[config.mk]
export PLATFORM = sky130hd
export DESIGN_NAME = chain_rd_slave
export DESIGN_NICKNAME = d
export VERILOG_FILES = /design/src/rtl/chain_rd_pkg.sv /design/src/rtl/chain_role_reg.sv /design/src/rtl/chain_word_fifo.sv /design/src/rtl/chain_token_ctl.sv /design/src/rtl/chain_rd_slave.sv
export SDC_FILE = /design/constraint.sdc
export NUM_CORES = 1
export LEC_CHECK = 0
export BUFFER_PORTS_ARGS = -buffer_cell sky130_fd_sc_hd__buf_4
export CAP_MARGIN = 20
export CELL_PAD_IN_SITES_DETAIL_PLACEMENT = 1
export CELL_PAD_IN_SITES_GLOBAL_PLACEMENT = 1
export CORE_UTILIZATION = 50
export CTS_BUF_LIST = sky130_fd_sc_hd__clkbuf_2
export DETAILED_ROUTE_END_ITERATION = 8
export PLACE_DENSITY = 0.79
export SLEW_MARGIN = 20
export SYNTH_ARGS = -nofsm -noshare
export SYNTH_HDL_FRONTEND = slang
export SYNTH_SLANG_ARGS = --single-unit
[constraint.sdc]
create_clock -name clk_i -period 3 [get_ports clk_i]
set_input_delay 0.6 -clock clk_i [delete_from_list [all_inputs] [get_ports clk_i]]
set_output_delay 0.6 -clock clk_i [all_outputs]
set_load 0.005 [all_outputs]
[src/rtl/chain_rd_pkg.sv]
package chain_rd_pkg;
  typedef enum logic [1:0] {
    ROLE_IDLE  = 2'b00,
    ROLE_FIRST = 2'b01,
    ROLE_MID   = 2'b10,
    ROLE_LAST  = 2'b11
  } role_e;

  typedef enum logic [1:0] {
    TK_WAIT = 2'b00,
    TK_HOLD = 2'b01,
    TK_DONE = 2'b10
  } tok_st_e;
endpackage

[src/rtl/chain_role_reg.sv]
module chain_role_reg
  import chain_rd_pkg::*;
(
  input  logic       clk_i,
  input  logic       rst_ni,
  input  logic       we_i,
  input  logic [1:0] wdata_i,
  output role_e      role_o
);
  role_e role_q;

  always_ff @(posedge clk_i or negedge rst_ni) begin
    if (!rst_ni)   role_q <= ROLE_IDLE;
    else if (we_i) role_q <= role_e'(wdata_i);
  end

  assign role_o = role_q;

  p_role_kept_r2: assert property (@(posedge clk_i) disable iff (!rst_ni)
    !we_i |=> $stable(role_q));
endmodule

[src/rtl/chain_word_fifo.sv]
module chain_word_fifo #(
  parameter int WIDTH = 16,
  parameter int DEPTH = 8
) (
  input  logic             clk_i,
  input  logic             rst_ni,
  input  logic             push_i,
  input  logic [WIDTH-1:0] push_data_i,
  input  logic             pop_i,
  output logic [WIDTH-1:0] head_o,
  output logic             empty_o,
  output logic             full_o
);
  localparam int AW = (DEPTH > 1) ? $clog2(DEPTH) : 1;
  localparam int CW = $clog2(DEPTH + 1);

  logic [WIDTH-1:0] mem_q [DEPTH];
  logic [AW-1:0]    wr_ptr_q, rd_ptr_q;
  logic [CW-1:0]    cnt_q;
  logic             do_push, do_pop;

  assign empty_o = (cnt_q == '0);
  assign full_o  = (cnt_q == CW'(DEPTH));
  assign do_push = push_i && !full_o;
  assign do_pop  = pop_i && !empty_o;
  assign head_o  = mem_q[rd_ptr_q];

  function automatic logic [AW-1:0] nxt(input logic [AW-1:0] p);
    return (p == AW'(DEPTH - 1)) ? '0 : p + 1'b1;
  endfunction

  always_ff @(posedge clk_i) begin
    if (do_push) mem_q[wr_ptr_q] <= push_data_i;
  end

  always_ff @(posedge clk_i or negedge rst_ni) begin
    if (!rst_ni) begin
      wr_ptr_q <= '0;
      rd_ptr_q <= '0;
      cnt_q    <= '0;
    end else begin
      if (do_push) wr_ptr_q <= nxt(wr_ptr_q);
      if (do_pop)  rd_ptr_q <= nxt(rd_ptr_q);
      case ({do_push, do_pop})
        2'b10:   cnt_q <= cnt_q + 1'b1;
        2'b01:   cnt_q <= cnt_q - 1'b1;
        default: cnt_q <= cnt_q;
      endcase
    end
  end

  p_no_overflow_r10: assert property (@(posedge clk_i) disable iff (!rst_ni)
    (push_i && full_o && !pop_i) |=> cnt_q == $past(cnt_q));
  p_cnt_bound_r10: assert property (@(posedge clk_i) disable iff (!rst_ni)
    cnt_q <= CW'(DEPTH));
  p_pop_nonempty_r4: assert property (@(posedge clk_i) disable iff (!rst_ni)
    pop_i |-> !empty_o);
endmodule

[src/rtl/chain_token_ctl.sv]
module chain_token_ctl
  import chain_rd_pkg::*;
(
  input  logic  clk_i,
  input  logic  rst_ni,
  input  role_e role_i,
  input  logic  as_i,
  input  logic  sel_i,
  input  logic  tok_i,
  input  logic  rd_req_i,
  input  logic  empty_i,
  output logic  pop_o,
  output logic  ack_o,
  output logic  tok_o,
  output logic  eob_o
);
  tok_st_e st_q, st_d;
  logic    attach_q;
  logic    grant;
  logic    is_first;

  assign is_first = (role_i == ROLE_FIRST);

  // first slave: granted by its own primary address; others: by neighbour token
  always_comb begin
    if (is_first)                grant = attach_q || sel_i;
    else if (role_i != ROLE_IDLE) grant = tok_i;
    else                         grant = 1'b0;
  end

  always_comb begin
    st_d = st_q;
    if (!as_i) st_d = TK_WAIT;
    else begin
      case (st_q)
        TK_WAIT: if (grant)   st_d = TK_HOLD;
        TK_HOLD: if (empty_i) st_d = TK_DONE;
        default: st_d = st_q;
      endcase
    end
  end

  always_ff @(posedge clk_i or negedge rst_ni) begin
    if (!rst_ni) begin
      st_q     <= TK_WAIT;
      attach_q <= 1'b0;
    end else begin
      st_q <= st_d;
      if (!as_i)                 attach_q <= 1'b0;
      else if (sel_i && is_first) attach_q <= 1'b1;
    end
  end

  assign pop_o = (st_q == TK_HOLD) && as_i && rd_req_i && !empty_i;
  assign ack_o = attach_q;
  assign tok_o = (st_q == TK_DONE) && (role_i != ROLE_LAST);
  assign eob_o = (st_q == TK_DONE) && (role_i == ROLE_LAST);

  p_clear_on_as_low_r8: assert property (@(posedge clk_i) disable iff (!rst_ni)
    !as_i |=> (st_q == TK_WAIT && !ack_o));
  p_tok_eob_excl_r7: assert property (@(posedge clk_i) disable iff (!rst_ni)
    !(tok_o && eob_o));
  p_ack_first_r3: assert property (@(posedge clk_i) disable iff (!rst_ni)
    $rose(ack_o) |-> $past(is_first && sel_i && as_i));
  p_pass_when_empty_r5: assert property (@(posedge clk_i) disable iff (!rst_ni)
    $rose(tok_o) |-> $past(st_q == TK_HOLD && empty_i));
  p_idle_no_hold_r9: assert property (@(posedge clk_i) disable iff (!rst_ni)
    (st_q == TK_WAIT && role_i == ROLE_IDLE) |=> st_q == TK_WAIT);
endmodule

[src/rtl/chain_rd_slave.sv]
module chain_rd_slave
  import chain_rd_pkg::*;
#(
  parameter int WIDTH = 16,
  parameter int DEPTH = 8
) (
  input  logic             clk_i,
  input  logic             rst_ni,
  input  logic             cfg_we_i,
  input  logic [1:0]       cfg_role_i,
  input  logic             push_i,
  input  logic [WIDTH-1:0] push_data_i,
  input  logic             as_i,
  input  logic             sel_i,
  input  logic             rd_req_i,
  input  logic             tok_i,
  output logic             ack_o,
  output logic             tok_o,
  output logic             eob_o,
  output logic             word_vld_o,
  output logic [WIDTH-1:0] word_o
);
  role_e            role;
  logic             pop, empty, full;
  logic [WIDTH-1:0] head;
  logic             vld_q;
  logic [WIDTH-1:0] word_q;

  chain_role_reg u_role (
    .clk_i   (clk_i),
    .rst_ni  (rst_ni),
    .we_i    (cfg_we_i),
    .wdata_i (cfg_role_i),
    .role_o  (role)
  );

  chain_word_fifo #(.WIDTH(WIDTH), .DEPTH(DEPTH)) u_fifo (
    .clk_i       (clk_i),
    .rst_ni      (rst_ni),
    .push_i      (push_i),
    .push_data_i (push_data_i),
    .pop_i       (pop),
    .head_o      (head),
    .empty_o     (empty),
    .full_o      (full)
  );

  chain_token_ctl u_tok (
    .clk_i    (clk_i),
    .rst_ni   (rst_ni),
    .role_i   (role),
    .as_i     (as_i),
    .sel_i    (sel_i),
    .tok_i    (tok_i),
    .rd_req_i (rd_req_i),
    .empty_i  (empty),
    .pop_o    (pop),
    .ack_o    (ack_o),
    .tok_o    (tok_o),
    .eob_o    (eob_o)
  );

  // registered output stage; zero when idle for the shared wired-OR
  always_ff @(posedge clk_i or negedge rst_ni) begin
    if (!rst_ni) begin
      vld_q  <= 1'b0;
      word_q <= '0;
    end else begin
      vld_q  <= pop;
      word_q <= pop ? head : '0;
    end
  end

  assign word_vld_o = vld_q;
  assign word_o     = word_q;

  p_zero_when_idle_r11: assert property (@(posedge clk_i) disable iff (!rst_ni)
    !word_vld_o |-> word_o == '0);
  p_vld_needs_req_r4: assert property (@(posedge clk_i) disable iff (!rst_ni)
    word_vld_o |-> $past(rd_req_i && as_i));
  p_full_unused_r10: assert property (@(posedge clk_i) disable iff (!rst_ni)
    full |-> !empty);
endmodule

; Word-level counts from Yosys, hierarchy flattened
; Memory sizes are Yosys's and may differ from the RTL's.
; Index checks and enable logic that the tools add are counted.
[word_totals]
register_bits = 32
ramBits = 128
elab_cells = 57
n_memories = 1
[mem_list]
columns = name, words, width, read_ports, rd_ports_with_merged_regs, wr, line
row1 = u_fifo.mem_q, 8, 16, 1, 0, 1, chain_word_fifo.sv:17  ; logic [WIDTH-1:0] mem_q [DEPTH];
[op_classes]
n_addsub = 4
eq_ne = 14
n_mux = 14
n_reduce_logical = 16
[op_table]
columns = operator, n
row1 = two-way mux 16 bit, 1
row2 = logical AND 1 bit, 8
row3 = one-hot mux 4 bit (2 select lines), 1
row4 = "adder 3 x 1 -> 3 bit, second input constant", 2
row5 = "equality test 2 x 1 -> 1 bit, second input constant", 3
row6 = "equality test 2 bit, second input constant", 3
row7 = "equality test 3 bit, second input constant", 2
row8 = two-way mux 1 bit, 6
row9 = two-way mux 2 bit, 3
row10 = two-way mux 3 bit, 2
row11 = "!= test 3 x 2 -> 1 bit, second input constant", 2
row12 = "adder 4 x 1 -> 4 bit, second input constant", 1
row13 = "equality test 4 bit, second input constant", 1
row14 = logical NOT 4 bit, 1
row15 = one-hot mux 2 bit (2 select lines), 1
row16 = nonzero test 2 bit, 2
row17 = "subtractor 4 x 1 -> 4 bit, second input constant", 1
row18 = "!= test 3 x 1 -> 1 bit, second input constant", 1
row19 = AND reduction 3 bit, 1
row20 = logical NOT 1 bit, 2
row21 = logical NOT 2 bit, 1
row22 = "!= test 2 x 1 -> 1 bit, second input constant", 1
row23 = "!= test 2 bit, second input constant", 1
row24 = logical OR 1 bit, 1

; Longest topological paths before layout
; Gate-level depths: netlist of run 1.
[depth]
word_depth = 7
ltp_mapped = 7
ltp_nobuf = 7

; By module
; Synthesis of run 1 repeated with hierarchy kept, for this count alone.
[hier_totals]
hier_cells = 311
hier_area_um2 = 6399.9
[modules_own_cells]
columns = mod, n_inst, cells_each, area_per_inst_um2, seq_area_each_um2
row1 = chain_word_fifo, 1, 254, 5602.9, 4093.9
row2 = chain_rd_slave, 1, 34, 551.8, 425.4
row3 = chain_token_ctl, 1, 19, 172.7, 75.1
row4 = chain_role_reg, 1, 4, 72.6, 50.0

; Least setup slack after synthesis of run 1
; OpenSTA, ideal clock, no wires.
[synth_timing]
kind = reg-to-reg
startpoint = register u_fifo.cnt_q[0]
endpoint = memory u_fifo.mem_q[0][0] (enable)
t_arrival_ns = 2.276
required_ns = 2.570
setup_slack_ns = 0.293
stages_incl_launch_ff = 4
n_path_buf = 0
path_cell_list = dfrtp_1 or3_4 o21ai_4 nor4_1
[synth_between]
elab_chain_cells = 5
[synth_lines]
columns = element, line
row1 = from (decl), chain_word_fifo.sv:19  ; logic [CW-1:0] cnt_q;
row2 = from (signal assigned), chain_word_fifo.sv:45  ; 2'b10: cnt_q <= cnt_q + 1'b1;
row3 = from (signal assigned), chain_word_fifo.sv:46  ; 2'b01: cnt_q <= cnt_q - 1'b1;
row4 = from (signal assigned), chain_word_fifo.sv:47  ; default: cnt_q <= cnt_q;
row5 = equality test 4 bit, chain_word_fifo.sv:23  ; assign full_o = (cnt_q == CW'(DEPTH));
row6 = logical NOT 1 bit, chain_word_fifo.sv:24  ; assign do_push = push_i && !full_o;
row7 = logical AND 1 bit, chain_word_fifo.sv:24
row8 = two-way mux 1 bit, chain_word_fifo.sv:33  ; if (do_push) mem_q[wr_ptr_q] <= push_data_i;
row9 = two-way mux 1 bit (implied by the code), chain_word_fifo.sv:33
row10 = to (decl), chain_word_fifo.sv:17
; Every way passes these cells.

; Worst setup path in the final report of run 1
[layout_timing]
startpoint = register u_fifo.cnt_q[0]
endpoint = register u_fifo.cnt_q[3]
[layout_between]
elab_chain_cells = 6
[layout_lines]
columns = element, line
row1 = logical NOT 4 bit, chain_word_fifo.sv:22  ; assign empty_o = (cnt_q == '0);
row2 = logical NOT 1 bit, "chain_word_fifo.sv:25, chain_token_ctl.sv:54"
row3 = logical AND 1 bit, chain_token_ctl.sv:54  ; assign pop_o = (st_q == TK_HOLD) && as_i && rd_req_i && !empty_i;
row4 = logical AND 1 bit, chain_word_fifo.sv:25  ; assign do_pop = pop_i && !empty_o;
row5 = equality test 2 x 1 -> 1 bit or equality test 2 bit (tied branches), chain_word_fifo.sv:44  ; case ({do_push, do_pop})
row6 = one-hot mux 4 bit (2 select lines) or nonzero test 2 bit (tied branches), n/a
; Several ways; a longest one is shown, not always the timed one.
; A chain may end at the register's enable or synchronous reset.

==> key figures, run 1 <==
Status
  • Outcome: finished, final reports clean

Clock network
  • TritonCTS clock tree: done
  • CTS Sinks: 160
  • CTS max path bufs: 2
  • CTS resizes: 0
  • Clock slew at reported path FFs: 0.22 ns
  • Post-CTS Setup Bufs: 0
  • CTS H-Tree Depth: 4
  • Num CTS Buffers: 17
  • CTS Root Cell: clkbuf_2
  • Worst-Skew Late Latency: 0.70 ns

Setup path
  • Crit-path leading delay family: simple AND/OR/NAND/NOR gates
  • Capturing point of the worst reg2reg path: u_fifo.cnt_q[3]$_DFFE_PN0P_
  • CP startpoint: u_fifo.cnt_q[0]$_DFFE_PN0P_
  • Worst EP required: 3.61 ns
  • Crit Path Max Fanout: 8
  • Most used cell, CP: ha_1
  • Max incr delay on CP: 0.68 ns
  • Crit-path cells: or3_4, o21ai_4, ha_1, ha_1, or4b_2, o311ai_0, o211ai_1
  • CP Capture Type: register
  • Slowest-stage cell, CP: or4b_2
  • R2r setup slk: 0.15 ns
  • Number of cells on the critical path: 7
  • Worst setup path class: reg2reg
  • Worst Path Buf+Inv: 0
  • R2R depth: 7
  • Worst EP arrival: 3.46 ns
  • Worst setup path endpoint: u_fifo.cnt_q[3]$_DFFE_PN0P_
  • FF-to-FF Start: u_fifo.cnt_q[0]$_DFFE_PN0P_
  • Worst setup SP type: register

Drt
  • Routed Antenna Nets: 0
  • Post-route DRC: 0
  • Via count: 3021
  • Routed length per instance: 22.3 um
  • First DRT Iteration DRCs: 175
  • DRT Pass-1 Iters: 4
  • Final wirelength: 12100 um
  • Routed vias/inst: 5.56

Power and ir drop
  • P per Cell Area: approximately 790 mW/mm^2
  • Leakage dissipation: 2.54 nW
  • Max VDD drop: 374 uV

Place
  • GPL Wtd Cong: 0.713
  • Dpl hpwl: 7310 um
  • Dpl cell area: a little under 0.007 mm^2
  • PortBufs: 45

Timing
  • Least-Margin Pin Slew: 1.01 ns
  • Final Max Slew Viols: 0
  • RSZ-0062 raised after global routing: no
  • Final Setup Violations: 0
  • Min cycle time layout: between 2 and 3 ns
  • Final Hold Vio Count: 0
  • Rel. slew slack: between 30% and 40%
  • Fin Setup TNS: 0 ns
  • Highest clock rate: 351 MHz
  • Final period util: a little over nine tenths
  • Clk_skew: 0.0306 ns

Finish
  • Area of the multi-input gates: 0.00148 mm^2
  • # diodes: 0
  • # nets final: 396
  • Layout cell share with drive strength beyond 1: 35.2%
  • Register area: about 0.0046 mm^2
  • Finished layout cell area: 0.00708 mm^2
  • Syn-to-layout area delta: 13.7%
  • Filler instances: 1055

Logic synthesis
  • Yosys warnings: 0
  • Synth Net Count: ~330
  • Number of flops mapped to enable cells by yosys: 128
  • Syn avg cell area: 21.2 um^2
  • Mapped Area: 0.00622 mm^2
  • Synth unique cells: 41
  • Number of synthesized register bits: 160
  • Sequential area share after synthesis: 74.7%
  • Ys flop type: edfxtp_1
  • Cells after Synth: 294
  • Ys async rst share: 20.0%

GRT
  • Vias in the first global route: between 3000 and 4000
  • GRT Total Usage: 20.7%
  • First-pass GRT wire length: 18600 um
  • Largest net degree at the start of global routing: 33
  • Gr ovfl total: 0
  • Initial antenna violation count: 0

Min path
  • Min-Delay Path Class: in2reg
  • Worst hold stages: 2

Die
  • Core area: ~0.012 mm^2
  • # rows: 40
  • # IOs: 46
  • Initial Util: 51.6%
  • Die width: 114 um
  • Die area: 0.0129 mm^2
  • Die Height: 114 um

Run
  • Max cap viols: 0
==> flip-flops by register name (all words and copies together), names as in the netlist <==
register / flops
u_fifo.mem_q: 128
u_tok.ack_o: 1
u_tok.st_q: 2
u_role.role_o: 2
word_o: 16
u_fifo.wr_ptr_q: 3
word_vld_o: 1
u_fifo.rd_ptr_q: 3
u_fifo.cnt_q: 4
==> cells by family after synthesis <==
| logic type | synth area share [%] |
|---|---|
| flops | 74.7 |
| mux | 13.7 |
| compound gates | 3.98 |
| simple gates | 3.58 |
| xor+xnor | 0.282 |
| buf+inv | 2.03 |
| fa+ha+maj | 1.73 |
==> how the worst min path moves through the flow <==
stage | to | slack (ns) | startpoint
after floorplan | u_fifo.cnt_q[0]$_DFFE_PN0P_ | 0.30 | rst_ni
after global placement | u_tok.ack_o$_DFFE_PN0P_ | 0.57 | u_tok.ack_o$_DFFE_PN0P_
after detailed placement | u_role.role_o[0]$_DFFE_PN0P_ | 0.59 | u_role.role_o[0]$_DFFE_PN0P_
after CTS | u_role.role_o[1]$_DFFE_PN0P_ | 0.02 | cfg_we_i
after global routing | u_fifo.mem_q[0][15]$_DFFE_PP_ | 0.04 | push_data_i[15]
final | u_role.role_o[1]$_DFFE_PN0P_ | 0.1 | cfg_we_i
==> per-stage QoR <==
| stage | util, % | power (mW) | hold WS (ns) | cells | setup WS, ns |
|---|---|---|---|---|---|
| after floorplan | - | 4.03 | 0.304 | 294 | 0.293 |
| after global placement | 56.6 | 4.40 | 0.566 | 510 | 0.290 |
| after detailed placement | 56.6 | 4.49 | 0.592 | 510 | 0.158 |
| after CTS | 58.7 | 5.64 | 0.0244 | 543 | 0.144 |
| after global routing | 58.7 | 5.84 | 0.0428 | 543 | 0.0229 |
| final | 58.7 | 5.56 | 0.0952 | 543 | 0.151 |
==> power by group <==
group	total [mW]	internal [mW]	switching (mW)
combinational	1.34	0.724	0.620
clock	1.16	0.463	0.692
sequential	3.06	2.76	0.303
==> synth_stat cells, types with 3 or more instances <==
master,count,area [um^2]
mux2_2,8,90.1
ha_1,7,87.6
inv_1,6,22.5
mux4_2,23,518
nor3_1,4,20.0
nand2_1,5,18.8
nand2b_1,4,25.0
o21ai_0,4,20.0
a21oi_1,4,20.0
mux4_1,9,236
nor3b_1,4,30.0
buf_6,3,33.8
a22o_1,16,140
nor2_1,7,26.3
edfxtp_1,128,3840
dfrtp_1,32,801
==> routing by layer <==
metal | share of wire (%) | track usage (%)
met3 | 4.0 | 4.62
met2 | 51 | 34.6
met4 | 1.5 | 7.81
met5 | 0 | 0
met1 | 43 | 26.6
==> cells in the final DEF (no fill, tap or decap), drive strengths merged <==
cell type      n
o311ai         1
edfxtp       128
ha             7
buf           59
dfrtp         32
bufinv         3
nand2          5
nand2b         4
mux2           8
nor3b          5
nor3           5
nor2           7
o21ai          5
dlygate4sd3    1
clkinvlp       4
fa             1
a32o           1
a21oi          4
nand4b         1
nor4           2
a22o          16
clkinv         5
clkbuf        20
or3            1
a2111o         1
inv            6
xor2           1
mux4          32
or4b           1
nand3          2
a31oi          1
o211ai         2
xnor2          1
nor2b          2
mux2i          1
==> final cells by class <==
cell class | count | area share, %
Sequential cell | 160 | 65.7
Multi-Input combinational cell | 117 | 20.9
Timing Repair Buffer | 60 | 6.76
Tap cell | 168 | 2.97
Clock inverter | 12 | 2.02
Clock buffer | 20 | 1.41
Inverter | 6 | 0.318
==> repair_timing <==
action,in CTS,in global routing
setup endpoints to repair,0,0
endpoints found under the hold margin,32,0
hold buffers,1,0
Power figures use the tool's default switching activity.
==> run 2, diff against run 1 <==
BUFFER_PORTS_ARGS = -buffer_cell sky130_fd_sc_hd__buf_2   (was -buffer_cell sky130_fd_sc_hd__buf_4)
==> run 2 against run 1 <==
Worst setup slack gained 0.035 ns; critical path depth is the same; cell area shrank 2.9%; register-to-register slack gained 0.04 ns; count of clock-buffer cells in the layout shrank 2; clock skew shrank 0.0018 ns; power shrank 5.6%.
==> key figures, run 2 (synthesis gave the netlist of run 1 again) <==
Finish
  • Layout cell share with drive strength beyond 1: around a third
  • Finished layout cell area: around 0.007 mm^2
  • Commonest non-fill, non-tap cell in the layout: edfxtp_1
  • # nets final: ~400
  • Max FFs per register: between 100 and 150
  • Most frequent cells in the layout: edfxtp_1 (128), buf_2 (45), dfrtp_1 (31), mux4_2 (23), clkbuf_2 (18)
  • Largest register by flop count: u_fifo.mem_q
  • Syn-to-layout area delta: 10.4%
  • # diodes: 0
  • Filler instances: 1076

Setup path
  • Worst EP arrival: 3.41 ns
  • Crit-path cells: or3_4, o21ai_4, ha_1, ha_1, or4b_2, o311ai_0, o211ai_1
  • Worst Path Buf+Inv: 0
  • CP Capture Type: register
  • Worst EP required: 3.60 ns
  • R2R depth: 7
  • Worst setup SP type: register
  • Capturing point of the worst reg2reg path: u_fifo.cnt_q[3]$_DFFE_PN0P_
  • FF-to-FF Start: u_fifo.cnt_q[0]$_DFFE_PN0P_
  • Crit Path Max Fanout: 8
  • Worst setup path class: reg2reg
  • R2r setup slk: between 0.15 and 0.2 ns
  • Most used cell, CP: ha_1
  • Max incr delay on CP: a little under 0.7 ns
  • Crit-path leading delay family: simple AND/OR/NAND/NOR gates
  • Slowest-stage cell, CP: or4b_2

Timing
  • Min cycle time layout: 2.81 ns
  • Fin Setup TNS: 0 ns
  • Final Max Slew Viols: 0
  • Final Hold Vio Count: 0
  • Least-Margin Pin Slew: 0.914 ns
  • Clk_skew: 0.0287 ns
  • Highest clock rate: 355 MHz
  • Rel. slew slack: 38.6%
  • Final Setup Violations: 0
  • RSZ-0062 raised after global routing: no
  • Final period util: between 90% and 100%

Clock network
  • Post-cts hold buffer count: 1
  • Post-CTS Setup Bufs: 0
  • Clock slew at reported path FFs: about 0.21 ns
  • CTS H-Tree Depth: 4
  • CTS Root Cell: clkbuf_2
  • CTS Sinks: 160
  • CTS resizes: 0
  • CTS max path bufs: 2
  • TritonCTS clock tree: done
  • Worst-Skew Late Latency: 0.69 ns
  • Num CTS Buffers: 17

Power and ir drop
  • P per Cell Area: 765 mW/mm^2
  • Max VDD drop: 316 uV
  • Leakage dissipation: 2.49 nW

Drt
  • Routed length per instance: 22.1 um
  • Post-route DRC: 0
  • Final wirelength: roughly 12000 um
  • Routed vias/inst: 5.60
  • First DRT Iteration DRCs: 157
  • Routed Antenna Nets: 0
  • Via count: 3048
  • DRT Pass-1 Iters: 6

Die
  • Die area: 0.0129 mm^2
  • # IOs: 46
  • # rows: 40
  • Die width: 114 um
  • Core area: approximately 0.012 mm^2
  • Initial Util: 51.6%
  • Die Height: 114 um

Min path
  • Hold_sp: cfg_we_i
  • WHS Endpoint: u_role.role_o[1]$_DFFE_PN0P_
  • Worst hold stages: 2
  • Min-Delay Path Class: in2reg

GRT
  • First-pass GRT wire length: ~19000 um
  • Vias in the first global route: 3272
  • GRT Total Usage: approximately a fifth
  • Gr ovfl total: 0
  • Largest net degree at the start of global routing: 35
  • Initial antenna violation count: 0

Run
  • Max cap viols: 0

Place
  • Dpl cell area: 0.00669 mm^2
  • GPL Wtd Cong: 0.703
  • PortBufs: 45
  • Dpl hpwl: roughly 7200 um

Status
  • Outcome: finished, final reports clean
-- run 2: layout make-up --
type	instances	area, um^2	area share [%]
clock buffer	18	90.1	1.31
clock inverter	14	76.3	1.11
inverter	6	22.5	0.328
multi-input combinational	117	1480	21.5
sequential	160	4650	67.6
tap	168	210	3.06
timing repair buffer	61	348	5.06
-- run 2: per-layer routing --
layer  up-vias  routed length [um]  share of wire (%)  GRT usage (%)
met5         -                   0                  0              0
met4         0                 257                2.1           9.21
met3        23                 368                3.1           4.99
met2        65                6260                 52           35.0
met1      1608                5150                 43           25.4
li1       1352                   -                  -              -
-- run 2: stage by stage --
stage	total power [mW]	setup WS, ns	utilization, %	hold WS, ns	instances
5_1_grt	5.54	0.0774	57.0	0.0184	544
6_report	5.25	0.186	57.0	0.106	544
4_1_cts	5.34	0.168	57.0	0.0117	544
3_3_place_gp	4.35	0.287	55.5	0.564	511
3_5_place_dp	4.44	0.199	55.5	0.567	511
2_1_floorplan	4.03	0.293	-	0.304	294
-- run 2: how the worst max path moves through the flow --
stage          slack, ns                            to  cells past startpoint                   startpoint
2_1_floorplan       0.29  u_fifo.mem_q[0][0]$_DFFE_PP_                      3  u_fifo.cnt_q[0]$_DFFE_PN0P_
3_3_place_gp        0.29   u_fifo.cnt_q[3]$_DFFE_PN0P_                      7  u_fifo.cnt_q[0]$_DFFE_PN0P_
3_5_place_dp        0.20   u_fifo.cnt_q[3]$_DFFE_PN0P_                      7  u_fifo.cnt_q[0]$_DFFE_PN0P_
4_1_cts             0.17   u_fifo.cnt_q[3]$_DFFE_PN0P_                      7  u_fifo.cnt_q[0]$_DFFE_PN0P_
5_1_grt             0.08   u_fifo.cnt_q[3]$_DFFE_PN0P_                      7  u_fifo.cnt_q[0]$_DFFE_PN0P_
6_report            0.19   u_fifo.cnt_q[3]$_DFFE_PN0P_                      7  u_fifo.cnt_q[0]$_DFFE_PN0P_
-- run 2: report_power, final --
group / total (mW) / switching (mW) / internal [mW]
sequential: 3.01 / 0.251 / 2.76
clock: 0.893 / 0.696 / 0.198
combinational: 1.35 / 0.667 / 0.681
==> run 3, diff against run 2 <==
ABC_AREA = 1   (was default)
PLACE_DENSITY = 0.85   (was 0.79)
==> run 3 against run 2 <==
Combinational power up 50%; critical path depth down 5; sequential cell count unchanged; core utilization is 0.78 points lower.
==> key figures, run 3 <==
Logic synthesis
  • Ys async rst share: 20.0%
  • Ys flop type: edfxtp_1
  • Number of synthesized register bits: 160
  • Mapped Area: 0.00682 mm^2
  • Largest family of logic cells by synthesized area: simple AND/OR/NAND/NOR gates
  • Yosys top cell by area: edfxtp_1
  • Yosys warnings: 0
  • Synth area leaders: edfxtp_1 (56%), dfrtp_1 (12%), nand2_1 (9.1%)
  • Cells after Synth: 660
  • Syn avg cell area: 10.3 um^2
  • Synth Net Count: ~690
  • XOR/XNOR Fraction of Synth Area: 0.514%
  • Synth top cells by count: nand2_1 (166), edfxtp_1 (128), inv_1 (111), nor2_1 (80), nand3_1 (69)
  • Synth Area in Adders: around 1.6%
  • Synth Area in Simple Gates: between 10% and 20%
  • Synth unique cells: 24
  • Sequential area share after synthesis: 68.1%
  • Synth top area share: between 50% and 60%
  • Compound-Gate Fraction of Synth Area: 2.20%
  • Number of flops mapped to enable cells by yosys: 128
  • Most instantiated library cell after synthesis: nand2_1
  • Post-synthesis mux area share: 0%

Setup path
  • Worst setup SP type: register
  • Worst EP required: 2.40 ns
  • CP Capture Type: output pin
  • Worst EP arrival: ~1.7 ns
  • Worst setup path class: reg2out
  • Crit Path Max Fanout: 7

GRT
  • Vias in the first global route: 5142
  • Initial antenna violation count: 1
  • First-pass GRT wire length: 26400 um
  • Gr ovfl total: 0
  • Largest net degree at the start of global routing: 68
  • GRT Total Usage: 25.3%

Power and ir drop
  • Clock share of power: 18.9%
  • Max VDD drop: about 390 uV
  • Seq pwr share: 47.5%
  • Logic gate share of total power: 33.6%
  • P per Cell Area: approximately 810 mW/mm^2
  • Sw Ratio: about two fifths
  • Cell Int Power: 3.69 mW
  • Switching pwr: 2.36 mW
  • Leakage dissipation: about 3.4 nW

Finish
  • Finished layout cell area: 0.00747 mm^2
  • Largest register by flop count: u_fifo.mem_q
  • # nets final: 748
  • Max FFs per register: 128
  • Syn-to-layout area delta: 9.54%
  • Most frequent cells in the layout: nand2_1 (166), edfxtp_1 (128), inv_1 (111), nor2_1 (80), nand3_1 (69)
  • Commonest non-fill, non-tap cell in the layout: nand2_1
  • Layout cell share with drive strength beyond 1: a little over an eighth
  • Fin util: between 50% and 60%

Timing
  • Final Setup Violations: 0
  • Final period util: 75.2%
  • Min cycle time layout: 2.26 ns
  • Rel. slew slack: 28.2%
  • Fin Setup TNS: 0 ns
  • Setup ws final: around 0.74 ns
  • Highest clock rate: 443 MHz
  • Final Hold Vio Count: 0
  • Clk_skew: approximately 0.035 ns
  • Final Max Slew Viols: 0
  • Least-Margin Pin Slew: between 1 and 1.5 ns
  • RSZ-0062 raised after global routing: no

Drt
  • DRT met1 WL: 7050 um
  • Routed wl met2: 8540 um
  • Final wirelength: 16600 um
  • Routed Antenna Nets: 0
  • Via count: approximately 4700
  • Routed length per instance: 18.4 um
  • Post-route DRC: 0
  • DRT Pass-1 Iters: 5
  • Routed vias/inst: 5.25
  • Met3 wire length: 778 um
  • Top routing layer used: met4
  • First DRT Iteration DRCs: 270

Die
  • # IOs: 46
  • Core area: 0.0133 mm^2
  • Die area: between 0.01 and 0.015 mm^2
  • Die width: 119 um
  • Initial Util: 51.3%
  • # rows: 42
  • Die Height: roughly 120 um

Clock network
  • CTS max path bufs: 2
  • Worst-Skew Late Latency: 0.73 ns
  • CTS H-Tree Depth: 4
  • TritonCTS clock tree: done
  • Num CTS Buffers: 17
  • Clock slew at reported path FFs: approximately 0.21 ns
  • CTS resizes: 0
  • CTS Root Cell: clkbuf_2
  • CTS Sinks: 160

Status
  • Outcome: finished, final reports clean

Place
  • Pre-CTS setup slack: 0.682 ns
  • Dpl hpwl: 11100 um
  • Dpl cell area: 0.00722 mm^2
  • PortBufs: 45
  • GPL Wtd Cong: about 0.87

Run
  • Max cap viols: 0

Min path
  • Min-Delay Path Class: in2reg
==> run 3: cell types whose count changed after synthesis, sizes merged, moves of 4 or more <==
cell	previous run	this run
nor3	5	0
inv	6	114
nand2	5	167
nor2	7	82
mux4	32	0
nand3	2	69
buf	8	23
nand2b	4	0
nor3b	5	0
a22o	16	0
mux2	8	0
o21ai	5	25
==> run 3: power groups by stage <==
stage          clock [mW]  sequential, mW  combinational [mW]
2_1_floorplan           0            2.90                1.39
3_3_place_gp            0            2.90                1.87
3_5_place_dp            0            2.93                2.03
4_1_cts              1.16            2.88                2.04
5_1_grt              1.24            2.91                2.28
6_report             1.14            2.88                2.03
==> run 3: metrics by stage <==
stage | hold slack, ns | power, mW | std cells
2_1_floorplan | 0.304 | 4.28 | 660
3_3_place_gp | 0.514 | 4.77 | 870
3_5_place_dp | 0.535 | 4.95 | 870
4_1_cts | 0.0521 | 6.08 | 903
5_1_grt | 0.0394 | 6.43 | 904
6_report | 0.103 | 6.06 | 904
==> run 3: worst paths after layout <==
path                                                   from                             end  slack, ns  depth (start not counted)
min in group asynchronous                            rst_ni             word_o[1]$_DFF_PN0_       0.45                          2
worst min-delay path                          cfg_role_i[0]    u_role.role_o[0]$_DFFE_PN0P_       0.10                          3
max in group asynchronous                            rst_ni  u_fifo.rd_ptr_q[0]$_DFFE_PN0P_       1.95                          2
worst max register to register  u_fifo.cnt_q[0]$_DFFE_PN0P_     u_fifo.cnt_q[3]$_DFFE_PN0P_       0.83                         13
worst max-delay path              u_tok.st_q[0]$_DFFE_PN0P_                           eob_o       0.74                          2
worst min register to register  u_fifo.cnt_q[0]$_DFFE_PN0P_     u_fifo.cnt_q[0]$_DFFE_PN0P_       0.57                          1
==> run 3: kinds of logic after synthesis <==
kind of cell / Yosys count
AO/OA/AOI/OAI: 29
adder cells (fa/ha/maj): 8
buffers and inverters: 139
XOR/XNOR: 4
flip-flops: 160
AND/OR/NAND/NOR: 320
==> run 3: critical path, cell delays in order, from the launching register on <==
cell and delay (ns):
dfrtp_1 0.50, nor4_1 0.29, buf_2 0.16
==> run 3: area by class of cell <==
class	instances	area, um^2
inverters	114	428
repair buffers	60	340
multi-input cells	361	1600
diodes	1	2.50
clock inverters	14	144
clock buffers	18	90.1
flip-flops and latches	160	4650
fillers	1489	5830
well taps	176	220
==> run 3: layer usage <==
layer  global-route usage, %  up-vias
met5                       0        -
met4                    8.70        0
met3                    5.26       24
met2                    43.8      132
met1                    31.3     2388
li1                        -     2205
==> run 3: timing repair <==
action | CTS | global route
buffers inserted | 0 | 0
hold buffers | 1 | 0
setup endpoints to repair | 0 | 0
endpoints found under the hold margin | 32 | 0
